### src/rtl/wprog_pkg.sv
package wprog_pkg;

    // response codes returned one cycle after a frame is taken
    typedef enum logic [2:0] {
        RSP_PASS    = 3'd0,
        RSP_DONE    = 3'd1,
        RSP_BADLEN  = 3'd2,
        RSP_FORBID  = 3'd3,
        RSP_UNKNOWN = 3'd4
    } resp_e;

    // frame classification produced by the classifier
    typedef enum logic [2:0] {
        CL_PASS,
        CL_START,
        CL_NEXT,
        CL_BADLEN,
        CL_FORBID,
        CL_UNKNOWN,
        CL_EXIT
    } class_e;

    typedef enum logic [1:0] {
        ST_IDLE,
        ST_ARMED,
        ST_PUT_LO,
        ST_PUT_HI
    } state_e;

    localparam int unsigned START_FRAME_BYTES = 6;
    localparam int unsigned NEXT_FRAME_BYTES  = 3;
    localparam int unsigned TAIL_BYTES        = 5;

endpackage

### src/rtl/wprog_classify.sv
module wprog_classify
    import wprog_pkg::*;
#(
    parameter bit          SEQ_EN  = 1'b1,
    parameter int unsigned LEN_W   = 4,
    parameter logic [7:0]  OP_WORD = 8'hAD,
    parameter logic [7:0]  OP_WDIS = 8'h04,
    parameter logic [7:0]  OP_RDST = 8'h05
) (
    input  logic [7:0]       op,
    input  logic [LEN_W-1:0] len,
    input  logic             mode_on,
    output class_e           cls
);
    localparam logic [LEN_W-1:0] START_LEN = LEN_W'(START_FRAME_BYTES);
    localparam logic [LEN_W-1:0] NEXT_LEN  = LEN_W'(NEXT_FRAME_BYTES);

    logic is_word;
    logic is_wdis;
    logic is_rdst;

    assign is_word = (op == OP_WORD);
    assign is_wdis = (op == OP_WDIS);
    assign is_rdst = (op == OP_RDST);

    always_comb begin
        cls = CL_PASS;
        if (is_word) begin
            if (!SEQ_EN) begin
                cls = CL_UNKNOWN;
            end else if (!mode_on) begin
                cls = (len == START_LEN) ? CL_START : CL_BADLEN;
            end else begin
                cls = (len == NEXT_LEN) ? CL_NEXT : CL_BADLEN;
            end
        end else if (mode_on) begin
            // whitelist applies only while the sequence is running
            if (is_wdis) begin
                cls = CL_EXIT;
            end else if (is_rdst) begin
                cls = CL_PASS;
            end else begin
                cls = CL_FORBID;
            end
        end
    end

endmodule

### src/rtl/wprog_addr.sv
module wprog_addr #(
    parameter int unsigned AW = 22
) (
    input  logic          clk,
    input  logic          rst_n,
    input  logic          load,
    input  logic [AW-1:0] load_addr,
    input  logic          step,
    output logic [AW-1:0] cur,
    output logic [AW-1:0] cur_plus1
);
    localparam logic [AW-1:0] ONE = AW'(1);
    localparam logic [AW-1:0] TWO = AW'(2);

    logic [AW-1:0] ptr_q;

    // width of AW bits gives the modulo-array-size wrap for free
    always_ff @(posedge clk or negedge rst_n) begin
        if (!rst_n) begin
            ptr_q <= '0;
        end else if (load) begin
            ptr_q <= load_addr;
        end else if (step) begin
            ptr_q <= ptr_q + TWO;
        end
    end

    assign cur       = ptr_q;
    assign cur_plus1 = ptr_q + ONE;

endmodule

### src/rtl/wprog_word_seq.sv
module wprog_word_seq
    import wprog_pkg::*;
#(
    parameter int unsigned ARRAY_BYTES = 4194304,
    parameter bit          SEQ_EN      = 1'b1,
    parameter int unsigned LEN_W       = 4,
    parameter logic [7:0]  OP_WORD     = 8'hAD,
    parameter logic [7:0]  OP_WDIS     = 8'h04,
    parameter logic [7:0]  OP_RDST     = 8'h05
) (
    input  logic                           clk,
    input  logic                           rst_n,
    input  logic                           frm_valid,
    output logic                           frm_ready,
    input  logic [7:0]                     frm_op,
    input  logic [LEN_W-1:0]               frm_len,
    input  logic [39:0]                    frm_tail,
    output logic                           wr_en,
    output logic [$clog2(ARRAY_BYTES)-1:0] wr_addr,
    output logic [7:0]                     wr_data,
    output logic                           mode_active,
    output logic                           resp_valid,
    output logic [2:0]                     resp_code
);
    localparam int unsigned AW = $clog2(ARRAY_BYTES);

    state_e        state_q;
    state_e        state_d;
    class_e        cls;
    logic          take;
    logic          mode_on;
    logic [23:0]   frm_addr;
    logic [AW-1:0] ptr_cur;
    logic [AW-1:0] ptr_plus1;
    logic [7:0]    byte_lo_q;
    logic [7:0]    byte_hi_q;
    resp_e         resp_d;

    assign mode_on  = (state_q != ST_IDLE);
    assign take     = frm_valid && frm_ready;
    // big-endian address in the first three tail bytes
    assign frm_addr = {frm_tail[7:0], frm_tail[15:8], frm_tail[23:16]};

    wprog_classify #(
        .SEQ_EN (SEQ_EN),
        .LEN_W  (LEN_W),
        .OP_WORD(OP_WORD),
        .OP_WDIS(OP_WDIS),
        .OP_RDST(OP_RDST)
    ) u_cls (
        .op     (frm_op),
        .len    (frm_len),
        .mode_on(mode_on),
        .cls    (cls)
    );

    wprog_addr #(
        .AW(AW)
    ) u_ptr (
        .clk      (clk),
        .rst_n    (rst_n),
        .load     (take && (cls == CL_START)),
        .load_addr(frm_addr[AW-1:0]),
        .step     (state_q == ST_PUT_HI),
        .cur      (ptr_cur),
        .cur_plus1(ptr_plus1)
    );

    // state register
    always_ff @(posedge clk or negedge rst_n) begin
        if (!rst_n) begin
            state_q <= ST_IDLE;
        end else begin
            state_q <= state_d;
        end
    end

    // transitions T_START, T_NEXT, T_EXIT, T_HALF, T_DONE
    always_comb begin
        state_d = state_q;
        unique case (state_q)
            ST_IDLE: begin
                if (take && (cls == CL_START)) state_d = ST_PUT_LO;
            end
            ST_ARMED: begin
                if (take && (cls == CL_NEXT)) begin
                    state_d = ST_PUT_LO;
                end else if (take && (cls == CL_EXIT)) begin
                    state_d = ST_IDLE;
                end
            end
            ST_PUT_LO: state_d = ST_PUT_HI;
            ST_PUT_HI: state_d = ST_ARMED;
            default:   state_d = ST_IDLE;
        endcase
    end

    // word data capture
    always_ff @(posedge clk or negedge rst_n) begin
        if (!rst_n) begin
            byte_lo_q <= '0;
            byte_hi_q <= '0;
        end else if (take && (cls == CL_START)) begin
            byte_lo_q <= frm_tail[31:24];
            byte_hi_q <= frm_tail[39:32];
        end else if (take && (cls == CL_NEXT)) begin
            byte_lo_q <= frm_tail[7:0];
            byte_hi_q <= frm_tail[15:8];
        end
    end

    // response mapping
    always_comb begin
        unique case (cls)
            CL_START, CL_NEXT: resp_d = RSP_DONE;
            CL_BADLEN:         resp_d = RSP_BADLEN;
            CL_FORBID:         resp_d = RSP_FORBID;
            CL_UNKNOWN:        resp_d = RSP_UNKNOWN;
            default:           resp_d = RSP_PASS;
        endcase
    end

    always_ff @(posedge clk or negedge rst_n) begin
        if (!rst_n) begin
            resp_valid <= 1'b0;
            resp_code  <= RSP_PASS;
        end else begin
            resp_valid <= take;
            if (take) resp_code <= resp_d;
        end
    end

    // outputs decoded from the state
    always_comb begin
        frm_ready   = 1'b0;
        wr_en       = 1'b0;
        wr_addr     = ptr_cur;
        wr_data     = byte_lo_q;
        mode_active = 1'b1;
        unique case (state_q)
            ST_IDLE: begin
                frm_ready   = 1'b1;
                mode_active = 1'b0;
            end
            ST_ARMED: begin
                frm_ready = 1'b1;
            end
            ST_PUT_LO: begin
                wr_en   = 1'b1;
                wr_addr = ptr_cur;
                wr_data = byte_lo_q;
            end
            ST_PUT_HI: begin
                wr_en   = 1'b1;
                wr_addr = ptr_plus1;
                wr_data = byte_hi_q;
            end
            default: begin
                mode_active = 1'b0;
            end
        endcase
    end

endmodule

### config.mk
export PLATFORM = sky130hd
export DESIGN_NAME = wprog_word_seq
export DESIGN_NICKNAME = d
export VERILOG_FILES = /design/src/rtl/wprog_pkg.sv /design/src/rtl/wprog_classify.sv /design/src/rtl/wprog_addr.sv /design/src/rtl/wprog_word_seq.sv
export SDC_FILE = /design/constraint.sdc
export NUM_CORES = 1
export LEC_CHECK = 0
export ABC_CLOCK_PERIOD_IN_PS = 2500
export BUFFER_PORTS_ARGS = -buffer_cell sky130_fd_sc_hd__buf_2
export CAP_MARGIN = 20
export CORE_UTILIZATION = 47
export DETAILED_ROUTE_END_ITERATION = 8
export PLACE_DENSITY_LB_ADDON = 0.25
export SKIP_LAST_GASP = 1
export SLEW_MARGIN = 25
export SYNTH_ARGS = -nofsm -noshare
export SYNTH_HDL_FRONTEND = slang
export SYNTH_SLANG_ARGS = --single-unit
export TNS_END_PERCENT = 50
### constraint.sdc
create_clock -name clk -period 2.5 [get_ports clk]
set_clock_uncertainty 0.2 [all_clocks]
set_input_delay 0.5 -clock clk [delete_from_list [all_inputs] [get_ports clk]]
set_output_delay 0.5 -clock clk [all_outputs]
set_load 0.005 [all_outputs]
==> results.toml <==
[layout]
diodes = 0
nNetsFinal = 526
drive_above_1_share_pct = 37.4
n_fill_cell = 518
final_area_sq_um = 3940
syn_to_final_growth_pct = 35.0

[min_path]
min_delay_path_depth = 3
worstHoldPathType = "in -> reg"

[detailed_routing]
dr_total_vias = 3174
drt-pass1-iter-count = 5
drcViolationCount = 0
via_per_inst = 5.82
ant_nets = 0
drtIter0Drc = 279
totalWireLength_um = 8910
detail_route.wl_per_cell_um = 16.4

[setup_path]
crit_family = "simple AND/OR/NAND/NOR gates"
cp_data_required_time_ns = 1.80
critPathCaptureType = "output port"
regToRegSetupSlack_ns = 0.07
ff2ff_path_depth = 13
worst-path-buf-inv = 2
cp.depth = 7
slowest_stage = "dfrtp_1"
cp.arrival_ns = 1.97
critPathMaxStageDelay_ns = 0.40
crit_path_max_fanout = 3
critPathKind = "reg -> out"
cp-start-kind = "flop"
worstPathCellList = "ha_2 -> and4_4 -> nand4_1 -> buf_4 -> nor2_4 -> xor2_1 -> buf_2"

[clock_network]
cts_tree = "yes"
root_buffer = "clkbuf_8"
cts-htree-levels = 2
numClockSinks = 44
ctsLongestPathBuffers = 2
cts_buffers = 5
clkTransAtPathRegs_ns = 0.09
insertion_delay_ns = 0.30

[sta]
finalHoldWorstSlack_ns = 0.195
finalHoldViolations = 0
drv_slew = 0
fin_crit_ns = 2.67
slew_headroom_pct = 65.7
clock.fmax_ghz = 0.375
setup_viol = 7
layout_setup_ws_ns = -0.169
rsz0062_at_grt = "true"
min_period_over_period_pct = 107
worstMarginPinSlew_ns = 0.515

[floorplanning]
die_y_um = 80.8
die_w_um = 80.8
core_area_sq_um = 5960
die_area_sq_um = 6520
initial_core_util_pct = 48.9
pin_count = 92
rows = 28

[grt]
grt_overflow = 0
grt_pass1_wl_um = 14200
grt_usage_pct = 28.3
grt_pass1_vias = 3018
grt_antenna_before_repair = 0
grt_max_degree = 36

[synth]
ys_ff_latch = 44
syn_nets = 402
synth-seq-area-share_pct = 37.8
async_reset_ff_share_pct = 100
synthFlopType = "dfrtp_1"
ys_warn_count = 0
syn_avg_cell_area_sq_um = 8.45
syn-cell-area_sq_um = 2920
synth-edff-count = 0
synth_cell_types = 48
netlist_instances = 345

[placement]
dpl_cell_area_sq_um = 3620
dpl.hpwl_um = 6320
portBuffers = 91
place.gp.congestion = 0.879

[run_status]
violations = "setup timing"
outcome = "complete, but fails checks"

[pwr]
power_leakage_uw = 0.00191
cellPowerDensity_nw_per_um2 = 604
worst_ir_drop_vdd_mv = 0.313
total_power_uw = 2380

[flow_run]
cap_violations = 0
[layout make-up]
class                   count  area [sq um]  area share [%]
multi-input cells         270          1750            44.3
flip-flops and latches     44          1100            28.1
repair buffers            144           885            22.5
well taps                  75          93.8            2.38
clock buffers               6          82.6            2.10
inverters                   4          15.0           0.381
clock inverters             2          10.0           0.254
[cell usage in the layout, fill, tap and decap left out, types with 4 or more instances in the layout]
cell type,count
clkbuf_8,6
buf_2,91
o22a_1,16
nand4_1,9
o311ai_0,5
o21a_1,16
xor2_1,11
a221o_1,8
nor2_1,20
a22oi_1,6
dfrtp_1,41
and3_1,4
nor4_1,5
o21ai_0,18
buf_4,49
inv_1,4
xnor2_1,11
nand2_1,71
nor3_1,5
nand3_1,13
a21oi_1,5
[kinds of logic (layout without fill, tap and decap cells)]
kind of cell	Yosys count	in the layout	share of synthesized area (%)
and+or+nand+nor	155	155	26.6
AOI/OAI and AO/OA	88	88	22.5
DFF	44	44	37.8
buffers and inverters	31	156	4.72
xor gates and xnor gates	24	24	7.21
adders and majority gates	2	2	0.858
muxes	1	1	0.343
[sequential cells by signal, indices dropped and copies added, names as in the netlist]
name and cells:
u_ptr.cur 22, byte_hi_q 8, byte_lo_q 8, resp_code 3, state_q 2, resp_valid 1
[synthesized netlist by cell type, types with 5 or more instances]
master	instances	area share, %
nand2_1	72	9.3
xnor2_1	13	3.9
nor4_1	7	1.5
a221o_1	8	2.7
o21ai_0	18	3.1
a22oi_1	6	1.5
and4_1	6	1.8
nor3_1	5	0.86
dfrtp_1	44	38
xor2_1	11	3.3
o311ai_0	6	1.8
nand4_1	9	1.9
clkbuf_1	18	2.3
nand3_1	13	2.2
o22a_1	16	4.8
nor2_1	23	3.0
a21oi_1	5	0.86
o21a_1	16	4.1
[worst paths after layout]
check                             startpoint            end
min in group asynchronous              rst_n   u_ptr.cur[7]
worst max-delay path            u_ptr.cur[2]    wr_addr[15]
max in group asynchronous              rst_n   byte_lo_q[0]
worst min-delay path            frm_tail[16]   u_ptr.cur[0]
worst max register to register  u_ptr.cur[8]  u_ptr.cur[18]
worst min register to register  byte_hi_q[7]   byte_hi_q[7]
[repair_timing]
action	4_1_cts	5_1_grt
gates cloned	0	0
pin swaps	8	7
endpoints found under the hold margin	20	0
buffers inserted	14	5
resized for setup	16	7
hold buffers	1	0
endpoints found under the setup margin	12	14
[worst register-to-register path: cells and delay by family (launching register included)]
kind                   cells  cell delay (ns)
buffers and inverters      9             0.95
and+or+nand+nor            3             0.54
DFF                        1             0.37
AOI/OAI and AO/OA          1             0.27
[metal layers]
layer / part of all wire (%) / up-vias / GRT usage (%)
met3: 6.1 / 15 / 4.61
met1: 43 / 1522 / 37.6
met4: 1.5 / 0 / 8.57
met5: 0 / - / 0
met2: 49 / 131 / 47.3
li1: - / 1506 / -
[report_power, final]
part / internal [uW] / switching (uW) / leakage, uW
sequential: 837 / 148 / 0.000571
clock: 221 / 252 / 0.0000510
combinational: 463 / 457 / 0.00129
[stage by stage]
stage,instances,TNS (ns),worst slack (ns),utilization [%]
after floorplan,345,0,0.0948,-
after global placement,517,0,0.114,60.8
after detailed placement,517,0,0.0140,60.8
after CTS,540,-0.152,-0.0404,65.1
after global routing,545,-2.25,-0.227,66.1
final,545,-0.785,-0.169,66.1
Note: power is estimated with default switching activity, not from simulation.
